File: config.mk
export PLATFORM = sky130hd
export DESIGN_NAME = ptr_tracker
export DESIGN_NICKNAME = d
export VERILOG_FILES = /design/src/rtl/ptr_pkg.sv /design/src/rtl/ptr_datapath.sv /design/src/rtl/ptr_control.sv /design/src/rtl/ptr_tracker.sv
export SDC_FILE = /design/constraint.sdc
export NUM_CORES = 1
export LEC_CHECK = 0
export ABC_AREA = 1
export CAP_MARGIN = 20
export CORE_ASPECT_RATIO = 2
export CORE_MARGIN = 2
export CORE_UTILIZATION = 45
export CTS_CLUSTER_SIZE = 28
export DETAILED_ROUTE_END_ITERATION = 7
export GPL_TIMING_DRIVEN = 0
export PLACE_DENSITY = 0.76
export RECOVER_POWER = 25
export SKIP_CTS_REPAIR_TIMING = 1
export SLEW_MARGIN = 20
export SYNTH_ARGS = -nofsm -noshare
export SYNTH_HDL_FRONTEND = slang
export SYNTH_SLANG_ARGS = --single-unit
File: constraint.sdc
create_clock -name clk -period 6.9 [get_ports clk]
set_input_delay 1.38 -clock clk [delete_from_list [all_inputs] [get_ports clk]]
set_output_delay 1.38 -clock clk [all_outputs]
set_load 0.05 [all_outputs]
File: src/rtl/ptr_pkg.sv
package ptr_pkg;

  // Features of the current pointer word, produced by the datapath
  typedef struct packed {
    logic ndfOn;      // new-data code by 3-of-4 vote
    logic ndfOff;     // normal code by 3-of-4 vote
    logic ssOk;       // size field matches
    logic inRange;    // offset within the frame
    logic iFlip;      // majority of increment bits inverted
    logic dFlip;      // majority of decrement bits inverted
    logic concatWord; // concatenation word
    logic candMatch;  // value equals stored candidate
  } ptrFlags_t;

  // Strobes from the control to the datapath
  typedef struct packed {
    logic loadActive;
    logic loadCand;
    logic doInc;
    logic doDec;
  } ptrCmd_t;

endpackage

File: src/rtl/ptr_datapath.sv
module ptr_datapath
  import ptr_pkg::*;
#(
  parameter int OFF_W = 10,
  parameter int OFF_MAX = 782,
  parameter logic [1:0] SS_CODE = 2'b10,
  parameter logic [3:0] NDF_ON = 4'b1001,
  parameter int NDF_MIN = 3,
  parameter int H3_BYTES = 3,
  parameter int STUFF_BYTES = 3
) (
  input  logic             clk,
  input  logic             rstN,
  input  logic [7:0]       dataIn,
  input  logic             h1Strobe,
  input  logic             h3Strobe,
  input  logic             byteEn,
  input  ptrCmd_t          cmd,
  input  logic             posFrame,
  output ptrFlags_t        flags,
  output logic [OFF_W-1:0] offset,
  output logic             stuffOut
);
  localparam int WORD_W = OFF_W + 6;
  localparam int HI_W = WORD_W - 8;
  localparam int VOTES = OFF_W / 2;
  localparam int VOTE_MIN = VOTES / 2 + 1;
  localparam logic [3:0] NDF_OFF = ~NDF_ON;
  localparam int SEEN_W = $clog2(H3_BYTES + 1);
  localparam int STUFF_W = $clog2(STUFF_BYTES + 1);

  logic [HI_W-1:0]   h1Reg;
  logic [OFF_W-1:0]  activeReg, candReg;
  logic [WORD_W-1:0] word;
  logic [3:0]        ndfField;
  logic [1:0]        ssField;
  logic [OFF_W-1:0]  valField, diff, iMask, dMask;
  logic [SEEN_W-1:0] h3Seen;
  logic [STUFF_W-1:0] stuffLeft;
  logic              stuffWin;

  // Alternating vote masks: odd bits vote increment, even bits decrement
  for (genvar k = 0; k < OFF_W; k++) begin : g_mask
    assign iMask[k] = (k % 2) == 1;
    assign dMask[k] = (k % 2) == 0;
  end

  assign word     = {h1Reg, dataIn};
  assign ndfField = word[WORD_W-1 -: 4];
  assign ssField  = word[OFF_W+1:OFF_W];
  assign valField = word[OFF_W-1:0];
  assign diff     = valField ^ activeReg;

  always_comb begin
    flags.ndfOn      = $countones(~(ndfField ^ NDF_ON)) >= NDF_MIN;
    flags.ndfOff     = $countones(~(ndfField ^ NDF_OFF)) >= NDF_MIN;
    flags.ssOk       = ssField == SS_CODE;
    flags.inRange    = valField <= OFF_W'(OFF_MAX);
    flags.iFlip      = $countones(diff & iMask) >= VOTE_MIN;
    flags.dFlip      = $countones(diff & dMask) >= VOTE_MIN;
    flags.concatWord = (ndfField == NDF_ON) && (valField == '1);
    flags.candMatch  = valField == candReg;
  end

  always_ff @(posedge clk or negedge rstN) begin
    if (!rstN) begin
      h1Reg     <= '0;
      activeReg <= '0;
      candReg   <= '0;
    end else begin
      if (h1Strobe) h1Reg <= dataIn[HI_W-1:0];
      if (cmd.loadCand) candReg <= valField;
      if (cmd.loadActive) activeReg <= valField;
      else if (cmd.doInc)
        activeReg <= (activeReg == OFF_W'(OFF_MAX)) ? '0 : activeReg + 1'b1;
      else if (cmd.doDec)
        activeReg <= (activeReg == '0) ? OFF_W'(OFF_MAX) : activeReg - 1'b1;
    end
  end

  // Byte slots after the last opportunity byte
  assign stuffWin = byteEn && !h3Strobe && (stuffLeft != '0);
  assign stuffOut = stuffWin && posFrame;

  always_ff @(posedge clk or negedge rstN) begin
    if (!rstN) begin
      h3Seen    <= '0;
      stuffLeft <= '0;
    end else if (h1Strobe) begin
      h3Seen    <= '0;
      stuffLeft <= '0;
    end else begin
      if (h3Strobe) h3Seen <= h3Seen + 1'b1;
      if (h3Strobe && h3Seen == SEEN_W'(H3_BYTES - 1))
        stuffLeft <= STUFF_W'(STUFF_BYTES);
      else if (stuffWin)
        stuffLeft <= stuffLeft - 1'b1;
    end
  end

  assign offset = activeReg;

  AST_INC_WRAP: assert property (@(posedge clk) disable iff (!rstN)
    cmd.doInc |=> offset == (($past(offset) == OFF_W'(OFF_MAX)) ? '0 : $past(offset) + 1'b1));
  AST_DEC_WRAP: assert property (@(posedge clk) disable iff (!rstN)
    cmd.doDec |=> offset == (($past(offset) == '0) ? OFF_W'(OFF_MAX) : $past(offset) - 1'b1));

endmodule

File: src/rtl/ptr_control.sv
module ptr_control
  import ptr_pkg::*;
#(
  parameter int HOLD_FRAMES = 3,
  parameter int ACCEPT_RUN = 3,
  parameter int LOP_RUN = 8
) (
  input  logic      clk,
  input  logic      rstN,
  input  logic      h1Strobe,
  input  logic      h2Strobe,
  input  ptrFlags_t flags,
  output ptrCmd_t   cmd,
  output logic      valid,
  output logic      incPulse,
  output logic      decPulse,
  output logic      ndfPulse,
  output logic      concatInd,
  output logic      lop,
  output logic      negFrame,
  output logic      posFrame
);
  localparam int HOLD_W = $clog2(HOLD_FRAMES + 1);
  localparam int ACC_W = $clog2(ACCEPT_RUN + 1);
  localparam int RUN_W = $clog2(LOP_RUN + 1);

  logic [HOLD_W-1:0] holdCnt, holdNext;
  logic [ACC_W-1:0]  candCnt, candNext;
  logic [RUN_W-1:0]  invCnt, invNext, ndfCnt, ndfNext;
  logic validReg, lopReg, validNext, lopNext;
  logic isConcat, isNdf, normalCode, canJust, isInc, isDec, isNormal, isInvalid;
  logic freshCand, accept;

  always_comb begin
    isConcat   = flags.concatWord;
    isNdf      = !isConcat && flags.ndfOn && flags.ssOk && flags.inRange;
    normalCode = !isConcat && flags.ndfOff && flags.ssOk;
    canJust    = validReg && (holdCnt == '0);
    isInc      = normalCode && canJust && flags.iFlip && !flags.dFlip;
    isDec      = normalCode && canJust && flags.dFlip && !flags.iFlip;
    isNormal   = normalCode && !isInc && !isDec && flags.inRange;
    isInvalid  = !isConcat && !isNdf && !isInc && !isDec && !isNormal;

    freshCand = !(flags.candMatch && candCnt != '0);
    if (isNormal)
      candNext = freshCand ? ACC_W'(1)
               : ((candCnt == ACC_W'(ACCEPT_RUN)) ? candCnt : candCnt + 1'b1);
    else if (isNdf || isInc || isDec) candNext = '0;
    else candNext = candCnt;
    accept = isNormal && (candNext == ACC_W'(ACCEPT_RUN));

    if (isInvalid) invNext = (invCnt == RUN_W'(LOP_RUN)) ? invCnt : invCnt + 1'b1;
    else if (isConcat) invNext = invCnt;
    else invNext = '0;

    if (isNdf) ndfNext = (ndfCnt == RUN_W'(LOP_RUN)) ? ndfCnt : ndfCnt + 1'b1;
    else if (isConcat) ndfNext = ndfCnt;
    else ndfNext = '0;

    if (invNext == RUN_W'(LOP_RUN) || ndfNext == RUN_W'(LOP_RUN)) lopNext = 1'b1;
    else if (accept || isNdf) lopNext = 1'b0;
    else lopNext = lopReg;

    if (lopNext) validNext = 1'b0;
    else if (accept || isNdf || isInc || isDec) validNext = 1'b1;
    else validNext = validReg;

    if (isInc || isDec) holdNext = HOLD_W'(HOLD_FRAMES);
    else holdNext = (holdCnt != '0) ? holdCnt - 1'b1 : '0;

    cmd.loadActive = h2Strobe && (isNdf || accept);
    cmd.loadCand   = h2Strobe && isNormal && freshCand;
    cmd.doInc      = h2Strobe && isInc;
    cmd.doDec      = h2Strobe && isDec;
  end

  always_ff @(posedge clk or negedge rstN) begin
    if (!rstN) begin
      holdCnt <= '0; candCnt <= '0; invCnt <= '0; ndfCnt <= '0;
      validReg <= 1'b0; lopReg <= 1'b0; concatInd <= 1'b0;
      incPulse <= 1'b0; decPulse <= 1'b0; ndfPulse <= 1'b0;
      negFrame <= 1'b0; posFrame <= 1'b0;
    end else begin
      incPulse <= h2Strobe && isInc;
      decPulse <= h2Strobe && isDec;
      ndfPulse <= h2Strobe && isNdf;
      if (h2Strobe) begin
        holdCnt   <= holdNext;
        candCnt   <= candNext;
        invCnt    <= invNext;
        ndfCnt    <= ndfNext;
        validReg  <= validNext;
        lopReg    <= lopNext;
        concatInd <= isConcat;
      end
      if (h1Strobe) begin
        negFrame <= 1'b0;
        posFrame <= 1'b0;
      end else if (h2Strobe) begin
        negFrame <= isDec;
        posFrame <= isInc;
      end
    end
  end

  assign valid = validReg;
  assign lop   = lopReg;

  AST_HOLDOFF: assert property (@(posedge clk) disable iff (!rstN)
    (h2Strobe && holdCnt != '0) |=> !(incPulse || decPulse));
  AST_LOP_NOT_VALID: assert property (@(posedge clk) disable iff (!rstN)
    lopReg |-> !validReg);
  AST_ONE_JUST: assert property (@(posedge clk) disable iff (!rstN)
    !(incPulse && decPulse));

endmodule

File: src/rtl/ptr_tracker.sv
module ptr_tracker
  import ptr_pkg::*;
#(
  parameter int OFF_W = 10,
  parameter int OFF_MAX = 782,
  parameter int HOLD_FRAMES = 3,
  parameter int ACCEPT_RUN = 3,
  parameter int LOP_RUN = 8
) (
  input  logic             clk,
  input  logic             rstN,
  input  logic [7:0]       dataIn,
  input  logic             h1Strobe,
  input  logic             h2Strobe,
  input  logic             h3Strobe,
  input  logic             byteEn,
  output logic [OFF_W-1:0] offset,
  output logic             offsetValid,
  output logic             incPulse,
  output logic             decPulse,
  output logic             ndfPulse,
  output logic             concatInd,
  output logic             lopOut,
  output logic             h3Payload,
  output logic             stuffOut
);
  ptrFlags_t flags;
  ptrCmd_t   cmd;
  logic      negFrame, posFrame;

  ptr_datapath #(.OFF_W(OFF_W), .OFF_MAX(OFF_MAX)) u_dp (
    .clk(clk), .rstN(rstN), .dataIn(dataIn), .h1Strobe(h1Strobe),
    .h3Strobe(h3Strobe), .byteEn(byteEn), .cmd(cmd), .posFrame(posFrame),
    .flags(flags), .offset(offset), .stuffOut(stuffOut)
  );

  ptr_control #(.HOLD_FRAMES(HOLD_FRAMES), .ACCEPT_RUN(ACCEPT_RUN), .LOP_RUN(LOP_RUN)) u_ctl (
    .clk(clk), .rstN(rstN), .h1Strobe(h1Strobe), .h2Strobe(h2Strobe),
    .flags(flags), .cmd(cmd), .valid(offsetValid), .incPulse(incPulse),
    .decPulse(decPulse), .ndfPulse(ndfPulse), .concatInd(concatInd),
    .lop(lopOut), .negFrame(negFrame), .posFrame(posFrame)
  );

  assign h3Payload = h3Strobe && negFrame;

  AST_OFFSET_RANGE: assert property (@(posedge clk) disable iff (!rstN)
    offsetValid |-> offset <= OFF_W'(OFF_MAX));

endmodule

* Yosys cells after proc, flatten, opt, wreduce, memory -nomap -nowiden
Cells that the tools add are included.
** Operators by class
- Equality and inequality tests :: 12
- Shift-type cells :: 0
- Bitwise logic cells :: 5
- Reduce and logical (&&, ||, !) cells :: 59
- Multipliers :: 0
- Add/subtract/negate cells :: 22
- Divide/modulo/power cells :: 0
- Multiplexer cells :: 30
- $lt $le $gt $ge :: 5
** Operators by type and width (count)
- $add 32x32->32 :: 4
- $ge 32x3->1 const B :: 4
- $add 32x1->32 :: 2
- $mux 10 :: 5
- $logic_and 1x1->1 :: 32
- $mux 4 :: 6
- $mux 2 :: 11
- $eq 10x10->1 const B :: 2
- $eq 4x4->1 const B :: 5
- $add 1x1->2 :: 8
- $reduce_bool 2->1 :: 6
- $add 10x1->10 const B :: 1
- $eq 10x10->1 :: 1
- $le 10x10->1 const B :: 1
- $logic_not 10->1 :: 1
- $sub 10x1->10 const B :: 1
- $xor 10x10->10 :: 1
- $logic_not 1->1 :: 9
- $add 4x1->4 const B :: 2
- $eq 2x2->1 const B :: 4
- $mux 1 :: 8
- $not 4->4 :: 2
- $logic_or 1x1->1 :: 7
- $reduce_bool 3->1 :: 2
- other kinds (5) :: 8
** Word-level totals
- ROM bits :: 0
- Bits in writable memories :: 0
- Memories :: 0
- Bits in latches :: 0
- Input bits :: 14
- Register bits :: 52

* Depth between registers and ports, before layout
- Word-level depth :: 22
- Gate-level depth with buffers :: 19
- Depth with buffers taken out :: 18

* Cells and area by module
From an unflattened synthesis, not the netlist that was laid out.
** Unflattened totals
- Cell total of the unflattened synthesis :: 504
- Area, all modules :: 3792.4 µm²
** Modules (own cells, without submodules)
- ptr_datapath :: cells each 353, instances 1, area each 2622.5 µm²
- ptr_control :: cells each 149, instances 1, area each 1162.4 µm²
- ptr_tracker :: cells each 2, instances 1, area each 7.5 µm²

* Worst setup path after synthesis
OpenSTA, ideal clock, no wires.
- Path kind :: input to register
- From :: in dataIn[6]
- To :: reg u_dp.activeReg[1] (netlist: u_dp.offset[1])
- Cell stages on the path :: 17
- Arrival time :: 4.070 ns
- Buffers on the path :: 2
- Library setup time :: 0.120 ns
- Path slack :: 2.710 ns
- Cell sequence :: buf_2 > xor2_1 > ha_1 > fa_1 > fa_1 > nand2_1 > nand2_1 > inv_1 > nor2_1 > nand4_1 > nor2_1 > nor2_1 > buf_2 > nand2_2 > inv_1 > nand2_1 > nand2_1
** RTL lines
- start, declared :: line ptr_tracker.sv:12 : input logic [7:0] dataIn,
- end signal, assigned :: line ptr_datapath.sv:73 : if (cmd.loadActive) activeReg <= valField;
- end signal, assigned :: line ptr_datapath.sv:75 : activeReg <= (activeReg == OFF_W'(OFF_MAX)) ? '0 : activeReg + 1'b1;
- end signal, assigned :: line ptr_datapath.sv:77 : activeReg <= (activeReg == '0) ? OFF_W'(OFF_MAX) : activeReg - 1'b1;
- end, declared :: line ptr_datapath.sv:33 : logic [OFF_W-1:0] activeReg, candReg;

==> reports/qor.csv <==
metric,value,unit
status,finished with violations,
failing checks,"max-capacitance violations, max-slew violations",
Buffers on Ports,29,
crit path time final,4938,ps
gpl congestion,0.9073,
Critical Path Max Stage Delay,600,ps
P per Cell Area,387.9,nW/um2
Clock power frac,17.2,%
layout cells sized above 1,6.055,%
crit-path most repeated cell,nand2_1,
remaining global-route overflow,0,
Bufs and invs on worst path,2,
H-tree depth,2,
number of DRC markers in iteration 0,283,
total power,1.670,mW
placed insts,635,
site row count,47,
Max transition margin,-88.38,%
"Max stage delay cell, worst path",clkdlybuf4s50_1,
Top delay family on crit path,adder cells,
setup total negative slack,0,ps
switching portion of total power,46.73,%
CTS Buf Count,5,
DRC Markers,0,
vias in the first global route,3454,
first-pass GRT wire length,16100,um
leakage,2.120,nW
via count,3423,
Fin. Hold Viols,0,
die width,68.38,um
initial antenna violation count,0,
Most Crowded Layer GR,met2,
Sw Pwr,0.7802,mW
Tcrit/Tclk final,71.56,%
crit path DAT,5170,ps
Hold Crit Class,reg2reg,
Crit Path Max Fanout,7,
Mapped Cells,508,
Final setup viols,0,
max capacitance violation total,1,
P_int,0.8893,mW
CP required,7130,ps
die span in y,132.8,um
drt via density,5.323,
drt pass-1 iters,5,
Die ar.,9077,um2
peak supply drop,0.0002790,V
Slew @ Worst Pin,2826,ps
max-slew violation count,53,
dpl hpwl,7346,um
Layout area overhead,15.40,%
post-route clock skew,5.559,ps
CP endpoint kind,register,
RSZ-0062 raised after global routing,false,
pin count of the biggest net entering global routing,53,
met3 Use GR,2.381,%
Comb pwr share,54.0,%
Setup crit start kind,input port,
Initial Util,45.63,%
IO Count,32,
Synth warnings,0,
GRT met2 Usage,41.96,%
Max Fclk,202.5,MHz
CTS Sinks,52,
clk slew on worst S/H paths,70,ps
GRT Util Overall,23.33,%
Final ANT Viol Nets,0,
post-synthesis register bit count,52,
routed wire length,9455,um
GR Util met1,26.18,%
synthesized cell area,3730,um2
CTS Root Cell,clkbuf_16,
Finished Layout Cells,643,
cells along the critical path,clkdlybuf4s50_1 -> xor2_1 -> ha_1 -> fa_1 -> fa_1 -> nand2_1 -> nand2_1 -> a21oi_2 -> nand4_1 -> nor2_2 -> nand2_1 -> o21ai_0 -> inv_1 -> nand2_1 -> nand3_1 -> nand2_1,
WL/cell,14.70,um
CTS tree,done,
post-layout net count,583,
"Seq/Total Area, Yosys",34.89,%
sequential power share,28.8,%
Netlist cell types,38,
antenna cells,0,
core area,8174,um2
Avg Inst Size Synth,7.342,um2
WS Path Type,in2reg,
Syn Nets,547,
Max clock buf depth,2,
Worst-Skew Late Latency,300,ps
tightest hold or removal path, stage by stage (launching register included):
cell	delay [ps]
dfrtp_1	350
nand2_1	50
o21ai_0	60
flip-flops by register name (all words and copies together) (netlist names), 2 cells and up:
| signal | flops |
|---|---|
| u_ctl.candCnt | 2 |
| u_ctl.holdCnt | 2 |
| u_ctl.invCnt | 4 |
| u_ctl.ndfCnt | 4 |
| u_dp.candReg | 10 |
| u_dp.h1Reg | 8 |
| u_dp.h3Seen | 2 |
| u_dp.offset | 10 |
| u_dp.stuffLeft | 2 |
placed cells by master, fill, tap and decap left out, types with 5 or more instances in the layout:
| master | count |
|---|---|
| xor2_1 | 27 |
| clkbuf_1 | 10 |
| clkdlybuf4s50_1 | 28 |
| nor2_1 | 57 |
| ha_1 | 19 |
| nor3_1 | 6 |
| inv_1 | 72 |
| a21oi_1 | 11 |
| fa_1 | 6 |
| o21ai_0 | 37 |
| nand4_1 | 7 |
| clkbuf_16 | 5 |
| dfrtp_1 | 52 |
| nand3_1 | 29 |
| nand2_1 | 116 |
| o21ai_1 | 18 |
layer usage:
layer	share of wire, %	up-vias
li1	-	1680
met1	37	1617
met2	55	98
met3	3.5	28
met4	4.2	0
met5	0	-
through the flow:
step	utilization, %	setup slack (ps)	instance area (um2)	hold WS, ps
floorplan	-	2710	3730	453.4
CTS	52.70	2033	4308	499.0
global placement	50.68	1778	4143	469.9
global route	52.66	1753	4304	525.0
detailed placement	50.65	1759	4140	482.1
finish	52.66	1962	4304	492.7
path summary, 6_finish.rpt:
| kind | start | endpoint | slack (ps) | cells past startpoint |
|---|---|---|---|---|
| worst max register to register | u_dp.offset[4] | u_dp.offset[9] | 3040 | 16 |
| max in group asynchronous | rstN | u_dp.offset[7] | 3310 | 1 |
| min in group asynchronous | rstN | u_dp.h3Seen[0] | 1980 | 1 |
| worst min register to register | u_dp.h1Reg[3] | u_dp.h1Reg[3] | 490 | 2 |
| worst min-delay path | u_dp.h1Reg[3] | u_dp.h1Reg[3] | 490 | 2 |
| worst max-delay path | dataIn[2] | u_dp.offset[9] | 1960 | 16 |
cells in the mapped netlist, drive strengths merged:
| master | count | area [um2] |
|---|---|---|
| o32ai | 1 | 8.760 |
| clkbuf | 8 | 30.03 |
| buf | 7 | 48.79 |
| nor4 | 1 | 6.260 |
| nor3 | 6 | 30.03 |
| inv | 74 | 277.8 |
| a211oi | 1 | 7.510 |
| nand3b | 2 | 15.01 |
| o22ai | 4 | 25.02 |
| nand2 | 121 | 471.7 |
| o211ai | 1 | 7.510 |
| nand4 | 8 | 56.30 |
| dfrtp | 52 | 1301 |
| a21oi | 13 | 72.57 |
| nor2 | 62 | 250.2 |
| nand3 | 30 | 155.1 |
| xnor2 | 2 | 17.52 |
| mux2 | 2 | 30.03 |
| xor2 | 27 | 236.5 |
| o21ai | 56 | 291.5 |
| or2 | 1 | 6.260 |
| ha | 19 | 237.7 |
| o21bai | 1 | 7.510 |
| fa | 6 | 120.1 |
| a31oi | 3 | 18.77 |
power groups by stage:
| stage | registers (mW) | clock network (mW) | logic, mW |
|---|---|---|---|
| final | 0.481 | 0.288 | 0.901 |
| after global routing | 0.492 | 0.302 | 1.02 |
| after CTS | 0.479 | 0.292 | 0.902 |
| after detailed placement | 0.485 | 0 | 0.898 |
| after global placement | 0.480 | 0 | 0.855 |
| after floorplan | 0.581 | 0 | 0.559 |
cells by family (layout without fill, tap and decap cells):
kind of cell	after synthesis	count (layout)	share of synthesized area [%]
and+or+nand+nor	231	231	26.57
buffers and inverters	89	126	9.560
AOI/OAI and AO/OA	80	80	11.78
DFF	52	52	34.89
xor gates and xnor gates	29	29	6.810
adders and majority gates	25	25	9.594
muxes	2	2	0.8051
layout make-up:
cell class	count	area (um2)
Multi-Input combinational cell	367	2072
Fill cell	770	3870
Clock inverter	2	38.79
Timing Repair Buffer	29	284.0
Buffer	15	78.83
Tap cell	98	122.6
Inverter	74	277.8
Clock buffer	6	128.9
Sequential cell	52	1301
No activity file was read; power rests on OpenSTA's default activity.
